===== config.mk =====
export PLATFORM = sky130hd
export DESIGN_NAME = fbc_irq_regs
export DESIGN_NICKNAME = d
export VERILOG_FILES = /design/src/rtl/fbc_regs_pkg.sv /design/src/rtl/fbc_ctrl_status.sv /design/src/rtl/fbc_scratch_bank.sv /design/src/rtl/fbc_irq_regs.sv
export SDC_FILE = /design/constraint.sdc
export NUM_CORES = 1
export LEC_CHECK = 0
export ABC_AREA = 1
export BUFFER_PORTS_ARGS = -buffer_cell sky130_fd_sc_hd__buf_2
export CAP_MARGIN = 40
export CORE_ASPECT_RATIO = 1.5
export CORE_MARGIN = 5
export CORE_UTILIZATION = 60
export DETAILED_ROUTE_END_ITERATION = 8
export MAX_ROUTING_LAYER = met4
export PLACE_DENSITY = 0.78
export RECOVER_POWER = 25
export SETUP_SLACK_MARGIN = 0.1
export SLEW_MARGIN = 0
export SYNTH_ARGS = -nofsm -noshare
export SYNTH_HDL_FRONTEND = slang
export SYNTH_SLANG_ARGS = --single-unit

===== constraint.sdc =====
create_clock -name clk -period 2.9 [get_ports clk]
set_input_delay 0.58 -clock clk [delete_from_list [all_inputs] [get_ports clk]]
set_output_delay 0.58 -clock clk [all_outputs]
set_load 0.05 [all_outputs]

===== src/rtl/fbc_regs_pkg.sv =====
// Package: shared constants for the framebuffer control register bank.
// Assumes byte-wide registers; bit positions are fixed by software use.
package fbc_regs_pkg;
    localparam int DATA_W      = 8;
    localparam int ARM_BIT     = 7;     // control bit that arms the interrupt
    localparam int PEND_BIT    = 7;     // status bit holding the pending flag
    localparam int CTRL_OFS    = 16;    // control byte offset
    localparam int STAT_OFS    = 17;    // status byte offset
    localparam int SCR_OFS     = 18;    // first general-purpose byte
    localparam logic [DATA_W-1:0] STAT_ID_BITS = 8'h61; // sense code and colour marker
endpackage


===== src/rtl/fbc_ctrl_status.sv =====
// Module: control byte, sticky pending flag and level interrupt.
// Assumes frame_end is a one-cycle pulse synchronous to clk.
// On a collision between an armed frame end and a status write, the set wins.
module fbc_ctrl_status
    import fbc_regs_pkg::*;
(
    input  logic              clk,
    input  logic              rst_n,
    input  logic              ctrl_we,
    input  logic              stat_we,
    input  logic [DATA_W-1:0] wdata,
    input  logic              frame_end,
    output logic [DATA_W-1:0] ctrl_q,
    output logic              pend_q,
    output logic              irq
);
    logic armed_evt;

    // Purpose: detect a frame end while the interrupt is armed.
    always_comb armed_evt = frame_end && ctrl_q[ARM_BIT];

    // Purpose: hold the control byte.
    always_ff @(posedge clk) begin
        if (!rst_n)       ctrl_q <= '0;
        else if (ctrl_we) ctrl_q <= wdata;
    end

    // Purpose: set the pending flag on an armed frame end, clear it on a status write.
    always_ff @(posedge clk) begin
        if (!rst_n)         pend_q <= 1'b0;
        else if (armed_evt) pend_q <= 1'b1;
        else if (stat_we)   pend_q <= 1'b0;
    end

    // Purpose: drive the level interrupt from the flag gated by the arm bit.
    always_comb irq = pend_q && ctrl_q[ARM_BIT];

    p_set_on_armed_r3: assert property (@(posedge clk) disable iff (!rst_n)
        (frame_end && ctrl_q[ARM_BIT]) |=> pend_q);
    p_no_set_unarmed_r4: assert property (@(posedge clk) disable iff (!rst_n)
        (!pend_q && !(frame_end && ctrl_q[ARM_BIT])) |=> !pend_q);
    p_clear_on_write_r5: assert property (@(posedge clk) disable iff (!rst_n)
        (stat_we && !frame_end) |=> !pend_q);
    p_set_wins_r7: assert property (@(posedge clk) disable iff (!rst_n)
        (stat_we && frame_end && ctrl_q[ARM_BIT]) |=> pend_q);
    p_sticky_r11: assert property (@(posedge clk) disable iff (!rst_n)
        (pend_q && !stat_we) |=> pend_q);
endmodule


===== src/rtl/fbc_scratch_bank.sv =====
// Module: a bank of independent general-purpose byte registers.
// Assumes the index is already decoded to lie inside the bank when we is high.
// Reads of an index beyond the bank return zero.
module fbc_scratch_bank #(
    parameter int NUM   = 14,
    parameter int WID   = 8,
    localparam int IDX_W = (NUM > 1) ? $clog2(NUM) : 1
) (
    input  logic             clk,
    input  logic             rst_n,
    input  logic             we,
    input  logic [IDX_W-1:0] idx,
    input  logic [WID-1:0]   wdata,
    output logic [WID-1:0]   rdata
);
    logic [WID-1:0] cell_q [NUM];

    for (genvar g = 0; g < NUM; g++) begin : g_cell
        // Purpose: store one byte when addressed by a write.
        always_ff @(posedge clk) begin
            if (!rst_n)                             cell_q[g] <= '0;
            else if (we && idx == IDX_W'(g))        cell_q[g] <= wdata;
        end

        p_capture_r8: assert property (@(posedge clk) disable iff (!rst_n)
            (we && idx == IDX_W'(g)) |=> cell_q[g] == $past(wdata));
    end

    // Purpose: select the addressed byte for reads.
    always_comb begin
        rdata = '0;
        for (int i = 0; i < NUM; i++) begin
            if (idx == IDX_W'(i)) rdata = cell_q[i];
        end
    end
endmodule


===== src/rtl/fbc_irq_regs.sv =====
// Module: top of the framebuffer control register bank. Decodes the upper
// half of the register window and leaves the lower half as read-zero,
// write-ignored. Assumes single-cycle write strobes and combinational reads.
module fbc_irq_regs
    import fbc_regs_pkg::*;
#(
    parameter int ADDR_W = 5
) (
    input  logic              clk,
    input  logic              rst_n,
    input  logic              bus_wr,
    input  logic [ADDR_W-1:0] bus_addr,
    input  logic [7:0]        bus_wdata,
    output logic [7:0]        bus_rdata,
    input  logic              frame_end,
    output logic              irq
);
    localparam int NUM_SCR = (1 << ADDR_W) - SCR_OFS;
    localparam int IDX_W   = (NUM_SCR > 1) ? $clog2(NUM_SCR) : 1;
    localparam logic [ADDR_W-1:0] CTRL_A = ADDR_W'(CTRL_OFS);
    localparam logic [ADDR_W-1:0] STAT_A = ADDR_W'(STAT_OFS);
    localparam logic [ADDR_W-1:0] SCR_A  = ADDR_W'(SCR_OFS);

    logic              sel_ctrl, sel_stat, sel_scr;
    logic [ADDR_W-1:0] scr_ofs;
    logic [IDX_W-1:0]  scr_idx;
    logic [7:0]        ctrl_q, scr_rdata;
    logic              pend_q;

    // Purpose: decode the address into register selects.
    always_comb begin
        sel_ctrl = (bus_addr == CTRL_A);
        sel_stat = (bus_addr == STAT_A);
        sel_scr  = (bus_addr >= SCR_A);
        scr_ofs  = bus_addr - SCR_A;
        scr_idx  = scr_ofs[IDX_W-1:0];
    end

    fbc_ctrl_status u_ctrl_status (
        .clk       (clk),
        .rst_n     (rst_n),
        .ctrl_we   (bus_wr && sel_ctrl),
        .stat_we   (bus_wr && sel_stat),
        .wdata     (bus_wdata),
        .frame_end (frame_end),
        .ctrl_q    (ctrl_q),
        .pend_q    (pend_q),
        .irq       (irq)
    );

    fbc_scratch_bank #(.NUM(NUM_SCR), .WID(8)) u_scratch (
        .clk   (clk),
        .rst_n (rst_n),
        .we    (bus_wr && sel_scr),
        .idx   (scr_idx),
        .wdata (bus_wdata),
        .rdata (scr_rdata)
    );

    // Purpose: return the addressed byte, merging ID bits into status reads.
    always_comb begin
        if (sel_ctrl)      bus_rdata = ctrl_q;
        else if (sel_stat) bus_rdata = {pend_q, 7'b0} | STAT_ID_BITS;
        else if (sel_scr)  bus_rdata = scr_rdata;
        else               bus_rdata = 8'h00;
    end

    p_irq_from_armed_r3: assert property (@(posedge clk) disable iff (!rst_n)
        $rose(irq) |-> ($past(frame_end) || $past(bus_wr && sel_ctrl)));
endmodule


* Word-level counts from Yosys, hierarchy flattened
Memories as Yosys holds them, arrays and structs flattened.
Index checks and enable logic that the tools add are counted.
** Cells by class
- $add $sub $neg :: 1
- Magnitude comparators :: 1
- Equality and inequality tests :: 15
- Mux-type cells :: 76
- Bitwise operators :: 14
- Reductions and logical operators :: 21
** Operators by type and width (number)
- $mux 8 :: 31
- $mux 1 :: 45
- $eq 4x4->1 const B :: 6
- $logic_and 1x1->1 :: 19
- $eq 4x3->1 const B :: 4
- $or 1x1->1 :: 14
- $eq 5x5->1 const B :: 2
- $eq 4x2->1 const B :: 2
- $ge 5x5->1 const B :: 1
- $eq 4x1->1 const B :: 1
- $logic_not 4->1 :: 1
- $sub 4x2->4 const B :: 1
- $reduce_bool 2->1 :: 1
** Word-level totals
- Register bits :: 9
- Bits in writable memories :: 112
- Input port bits :: 17
- Output and inout port bits :: 9
- Word-level logic and storage cells :: 131
- Memories :: 1
** Memory list
- u_scratch.cell_q :: words 14, bits a word 8, read ports 14, clocked after memory_dff 0, wr ports 14, RTL line fbc_scratch_bank.sv:16 : logic [WID-1:0] cell_q [NUM];

* Longest topological paths before layout
Gate-level depths: netlist of run 1.
- Depth after elaboration :: 19
- Gate-level depth with buffers :: 16
- Depth with buffers taken out :: 16

* Modules after synthesis
A second synthesis of run 1 with hierarchy kept.
** Unflattened totals
- Cells, all modules :: 604
- Area total of the unflattened synthesis :: 5699.2 µm²
** By module, submodules not included
- fbc_scratch_bank :: instances 1, cells each 515, area an instance 5147.4 µm², sequential area each 3363.2 µm²
- fbc_ctrl_status :: instances 1, cells each 41, area an instance 311.5 µm², sequential area each 180.2 µm²
- fbc_irq_regs :: instances 1, cells each 48, area an instance 240.2 µm², sequential area each 0.0 µm²

* Worst setup path after synthesis of run 1
No wires, ideal clock.
- Kind :: in2out
- From :: input port bus_addr[1]
- To :: output port bus_rdata[5]
- Arrival :: 2.610 ns
- Data required time :: 2.320 ns
- Setup slack :: -0.290 ns
- Stages :: 13
- Path buffers :: 0
- Cells stage by stage :: inv_2 -> ha_1 -> inv_2 -> nand3_4 -> nor2_4 -> a21oi_1 -> nand4_1 -> o21ai_1 -> nand4_1 -> nor2_1 -> nand3_1 -> nand2_1 -> a21oi_1
** Between the ends
- Longest elaborated chain between the ends :: 19
- Elaborated cells between the ends (all ways) :: 35
- Those cells by class :: add/sub (1); order compare (1); eq/ne (15); mux (17); reduce/logical (1)
** Ends and longest elaborated chain
- from (decl) :: RTL line fbc_irq_regs.sv:12 : input logic [ADDR_W-1:0] bus_addr,
- $sub 4x2->4 :: RTL line fbc_irq_regs.sv:35 : scr_ofs = bus_addr - SCR_A;
- $logic_not 4->1 :: RTL line fbc_scratch_bank.sv:33 : if (idx == IDX_W'(i)) rdata = cell_q[i];
- $mux 8 (14 in series) :: RTL line fbc_scratch_bank.sv:33
- $mux 8 :: RTL line fbc_irq_regs.sv:64 : else if (sel_scr) bus_rdata = scr_rdata;
- $mux 8 :: RTL line fbc_irq_regs.sv:63 : else if (sel_stat) bus_rdata = {pend_q, 7'b0} | STAT_ID_BITS;
- $mux 8 (*) :: RTL line fbc_irq_regs.sv:62 : if (sel_ctrl) bus_rdata = ctrl_q;
- to (decl) :: RTL line fbc_irq_regs.sv:14 : output logic [7:0] bus_rdata,
Every way passes the cells marked *; elsewhere a longest branch is shown, timed or not.

* Final worst setup path of run 1
- From :: input port bus_addr[1]
- To :: output port bus_rdata[0]
Same word-level chain as after synthesis.

==> results.md, run 1 <==
- Area grow syn2layout: 29.0%
- Total track usage: 31.2%
- RR Startpoint: u_ctrl_status.ctrl_q[2]
- Maximum clock rate: 306 MHz
- Register area: 0.00354 mm2
- Pwr dens: 628 mW/mm2
- # setup viols final: 8
- Worst stage delay on the critical path: 0.18 ns
- Number of global-route vias before repair: 4906
- CORE AREA: 0.00925 mm2
- Die Y-Extent: 129 um
- Slew margin rel.: 46.4%
- Drt total wl: 17100 um
- Yosys top cell area share: 59.3%
- Worst Setup Start Kind: primary input
- Wire length per cell: 21.2 um
- HP Start: frame_end
- Global-route wire length before repair: 25200 um
- Starting Density: 61.3%
- Nets: 699
- Worst path cell trace: buf_8, inv_4, ha_4, inv_2, nand2_4, nand3_4, nor2_8, buf_6, buf_4, nand2_2, nand3_2, nor2_2, nand4_1, nor2_1, nand4_1, nor2_1, nand2_1, nand2_2, a21oi_4, buf_6
- Via density per instance: 6.08
- Clock Tree Root: clkbuf_16
- Failing checks: negative setup slack
- Fin crit share: 113%
- Diodes inserted: 0
- Pleak: 3.03 nW
- Tmin final: 3.27 ns
- WP data arrival: 2.69 ns
- Hold Slack: 0.448 ns
- CP Capture Type: output pin
- Slowest cell on the critical path: nor2_1
- Antenna Violating Nets Remaining: 0
- Clk sinks: 121
- CTS tree: yes
- Hold Vio Cnt, Final: 0
- Max-cap viol count: 0
- DR vias: 4900
- Yosys warnings: 0
- Hpwl dp: 10200 um
- Layout cells sized above 1: 31.4%
- Final max-slew violation count: 0
- Critical path origin: bus_addr[1]
- Yosys reg bits: 121
- RSZ-0062 raised after global routing: yes
- Tightest Pin Transition: 0.802 ns
- Synth area leader: edfxtp_1
- Inst Count DP: 749
- 1st-pass router iterations: 6
- Hold Crit Class: in2reg
- Fillers: 548
- I/O Buffers: 25
- Critical path fanouts, max: 5
- Die area: 0.0115 mm2
- Yosys cell types: 29
- Starting DRT DRC Count: 696
- Mapped cell area: 0.00567 mm2
- Syn_area_per_cell: 9.88 um2
- Initial antenna violation count: 0
- Commonest non-fill, non-tap cells in the layout: nor2_1 (149), edfxtp_1 (112), nand2_1 (93)
- Worst setup margin: -0.369 ns
- Crit path kind: in2out
- Clk_skew: 0.00412 ns
- TritonCTS Buffers: 17
- Mapped Nets: 592
- Total DRC errors in the routed layout: 0
- Synth Instances: 574
- WP data required: 2.32 ns
- H-tree depth: 4
- Skew-Pair Late Insertion Delay: 0.43 ns
- Multi-input gate area: 0.00202 mm2
- Main area contributors after synthesis: edfxtp_1 (59%), nor2_1 (10%), nand2_1 (7.1%), dfxtp_1 (3.2%), a21oi_1 (2.5%)
- Die Width: 89.4 um
- Most common cell after layout, fill and taps aside: nor2_1
- Row count: 43
- Status: complete, but fails checks
- Peak supply drop: 0.000597 V
- Clock Tree Buf Depth: 2
- Fin cells: 806
- CTS clk-pin slew, worst paths: 0.06 ns
- I/O pins: 26
- GRT overflow: 0
- Seq/Total Area, Yosys: 62.5%
- GPL Wtd Cong: 0.898
- Largest net degree at the start of global routing: 18
## cell usage after synthesis
cell type / number
inv_1: 36
edfxtp_1: 112
a21boi_0: 1
nand2_2: 3
nand2_1: 108
nand4_1: 18
a21oi_1: 28
dfxtp_1: 9
buf_4: 1
nor2_8: 4
nor3_2: 1
o21ai_0: 20
nor2_1: 157
nor3_1: 1
o21bai_2: 1
clkbuf_1: 11
buf_6: 1
inv_4: 1
nand2_4: 2
ha_1: 1
inv_2: 13
nand3_1: 20
buf_2: 1
nor2_2: 7
or2_0: 1
nand3_4: 7
o22ai_1: 1
o21ai_1: 2
nor2_4: 6
## what timing repair did
| item | 4_1_cts | 5_1_grt |
|---|---|---|
| setup endpoints to repair | 8 | 8 |
| setup buffers | 18 | 8 |
| pin swaps | 28 | 40 |
| resized for setup | 57 | 32 |
| hold buffers | 0 | 0 |
## power breakdown
part | leakage (nW) | total (W) | switching [W] | internal, W
clock network | 0.289 | 0.00200 | 0.000808 | 0.00119
logic | 1.60 | 0.000552 | 0.000361 | 0.000192
registers | 1.14 | 0.00204 | 0.0000386 | 0.00200
## critical path: cells and delay by family
family	cells	cell delay [ns]
AO/OA/AOI/OAI	1	0.06
adder cells (fa/ha/maj)	1	0.17
buffers and inverters	6	0.57
AND/OR/NAND/NOR	12	1.29
## cell type report
class	instances	area share, %
repair buffers	102	11.6
inverters	50	2.77
clock buffers	19	6.50
well taps	112	1.92
multi-input cells	389	27.6
flip-flops and latches	121	48.4
clock inverters	13	1.21
## metrics by stage
step / setup WS [ns] / util, % / instance area, um2 / setup TNS, ns / total power [W]
floorplan: 0.110 / - / 5720 / 0 / 0.00233
finish: -0.369 / 79.1 / 7320 / -2.25 / 0.00459
global placement: -0.549 / 68.4 / 6330 / -2.94 / 0.00251
global route: -0.402 / 79.1 / 7320 / -2.71 / 0.00471
detailed placement: -0.581 / 68.4 / 6330 / -3.09 / 0.00251
CTS: -0.278 / 77.9 / 7210 / -1.41 / 0.00453
## path summary, 6_finish.rpt
check,endpoint,slack (ns),cells after the start
worst max-delay path,bus_rdata[0],-0.37,20
worst max register to register,u_ctrl_status.ctrl_q[2],2.14,2
worst min-delay path,u_ctrl_status.pend_q,0.45,3
worst min register to register,u_ctrl_status.pend_q,0.54,2
## cells by family after synthesis
kind of cell,synth area share [%]
flip-flops,62.5
buffers and inverters,4.50
AO/OA/AOI/OAI,4.85
AND/OR/NAND/NOR,27.9
adder cells (fa/ha/maj),0.221
## state kept, by name, indices dropped and copies added, names as in the netlist
signal                count
u_ctrl_status.ctrl_q      8
u_scratch.cell_q        112
u_ctrl_status.pend_q      1
## metal layers
layer | vias up | global-route usage, % | wire (um)
met4 | 0 | 19.5 | 1330
met1 | 2302 | 33.7 | 5600
met3 | 109 | 7.00 | 1430
met5 | - | - | 0
li1 | 2129 | - | -
met2 | 360 | 50.9 | 8720
Note: power is estimated with default switching activity, not from simulation.
==> run 2: changes to the inputs <==
Settings changed: BUFFER_PORTS_ARGS -buffer_cell sky130_fd_sc_hd__buf_2 to -buffer_cell sky130_fd_sc_hd__buf_4.
==> results.md, run 2 (synthesized netlist as in run 1, its figures left out) <==
- Status: complete, but fails checks
- Failing checks: negative setup slack
- Maximum clock rate: 324 MHz
- CORE AREA: 0.00925 mm2
- Biggest register: u_scratch.cell_q
- WP data required: 2.32 ns
- Commonest non-fill, non-tap cells in the layout: nor2_1 (145), edfxtp_1 (112), nand2_1 (95)
- Largest net degree at the start of global routing: 38
- Row count: 43
- Worst reg-to-reg setup slack: 2.12 ns
- Total power: 0.00458 W
- Hold Crit Class: in2reg
- Pleak: 2.89 nW
- GRT overflow: 0
- Register area: 0.00354 mm2
- Clk_skew: 0.00163 ns
- Area grow syn2layout: 26.2%
- Critical path fanouts, max: 9
- Post-CTS Hold Buffers: 0
- DR vias: 4565
- H-tree depth: 4
- Crit path buffers/inverters: 5
- # setup viols final: 8
- Final Core Density: 77.4%
- Fin cells: 782
- Starting Density: 61.3%
- Hold Slack: 0.432 ns
- TritonCTS Buffers: 17
- I/O Buffers: 25
- Worst setup margin: -0.188 ns
- Pwr dens: 640 mW/mm2
- Tightest Pin Transition: 0.823 ns
- CP top delay family: simple AND/OR/NAND/NOR gates
- Drt total wl: 15300 um
- Multi-input gate area: 0.00204 mm2
- Skew-Pair Late Insertion Delay: 0.42 ns
- Hpwl dp: 9850 um
- Crit path kind: in2out
- Wire length per cell: 19.6 um
- Max FFs per register: 112
- Most common cell after layout, fill and taps aside: nor2_1
- Max-cap viol count: 0
- Clock Tree Buf Depth: 2
- Slowest cell on the critical path: nand4_1
- Die area: 0.0115 mm2
- Slew margin rel.: 45.0%
- I/O pins: 26
- Die Y-Extent: 129 um
- Tmin final: 3.09 ns
- Antenna Violating Nets Remaining: 0
- Layout cells sized above 1: 27.9%
- Regs by FF count: u_scratch.cell_q x112, u_ctrl_status.ctrl_q x8, u_ctrl_status.pend_q x1
- Total DRC errors in the routed layout: 0
- CTS clk-pin slew, worst paths: 0.05 ns
- Via density per instance: 5.84
- Inst Count DP: 741
- RSZ-0062 raised after global routing: yes
- Final max-slew violation count: 0
- Worst path cell trace: buf_8, inv_6, ha_4, inv_2, nand2_4, nand3_4, buf_12, nor2_8, nand2_1, nand2_1, a21oi_2, nand4_1, o21ai_2, nand4_1, nor2_2, nand3_1, nand2_1, nand2_1, buf_6
- CP Capture Type: output pin
- GPL Wtd Cong: 0.990
- Worst Setup Start Kind: primary input
- CTS tree: yes
- Initial antenna violation count: 0
- Diodes inserted: 0
- Die Width: 89.4 um
- Global-route wire length before repair: 23900 um
- Worst stage delay on the critical path: 0.18 ns
- Fin crit share: 106%
- Worst path most repeated cell: nand2_1
- Starting DRT DRC Count: 518
- Peak supply drop: 0.000511 V
- Clock Tree Root: clkbuf_16
- Total track usage: 29.7%
- Number of global-route vias before repair: 4547
- Hold Vio Cnt, Final: 0
- WP data arrival: 2.51 ns
- Fillers: 544
- 1st-pass router iterations: 5
- Clk sinks: 121
- Nets: 675
## run 2: final cells by class
cell class              instances  area share, %
flip-flops and latches        121           49.5
multi-input cells             389           28.5
repair buffers                 78           9.32
clock buffers                  23           6.54
inverters                      50           2.80
well taps                     112           1.96
clock inverters                 9           1.38
## run 2: routing by layer
metal	GRT usage (%)	wire length (um)	vias to the layer above
met1	33.4	5210	2158
met4	17.6	910	0
li1	-	-	2095
met5	-	0	-
met3	5.79	1070	68
met2	48.3	8130	244
## run 2: worst paths after layout
| check | start | endpoint | depth (start not counted) |
|---|---|---|---|
| setup reg to reg | u_ctrl_status.ctrl_q[5] | u_ctrl_status.ctrl_q[5] | 2 |
| setup / recovery | bus_addr[1] | bus_rdata[3] | 19 |
| hold / removal | frame_end | u_ctrl_status.pend_q | 3 |
| hold reg to reg | u_ctrl_status.ctrl_q[7] | u_ctrl_status.pend_q | 2 |
## run 2: timing repair
action / CTS / global route
gates resized for setup: 44 / 18
buffers inserted: 5 / 4
pin swaps: 25 / 19
endpoints found under the setup margin: 8 / 8
## run 2: worst reg2reg max path, delay by kind of cell (launching register included)
| kind | cells | cell delay (ns) |
|---|---|---|
| AO/OA/AOI/OAI | 2 | 0.31 |
| flip-flops | 1 | 0.32 |
## run 2: stage by stage
stage	cell area, um2	worst slack (ns)	TNS, ns
CTS	7080	-0.217	-1.33
global route	7160	-0.318	-2.19
finish	7160	-0.188	-1.25
global placement	6320	-0.471	-2.65
detailed placement	6320	-0.467	-2.81
floorplan	5720	0.110	0
## run 2: where the power goes
group,internal [W],total [W],switching (W)
combinational,0.000180,0.000526,0.000346
sequential,0.00200,0.00203,0.0000340
clock,0.00130,0.00202,0.000726
total,0.00348,0.00458,0.00111
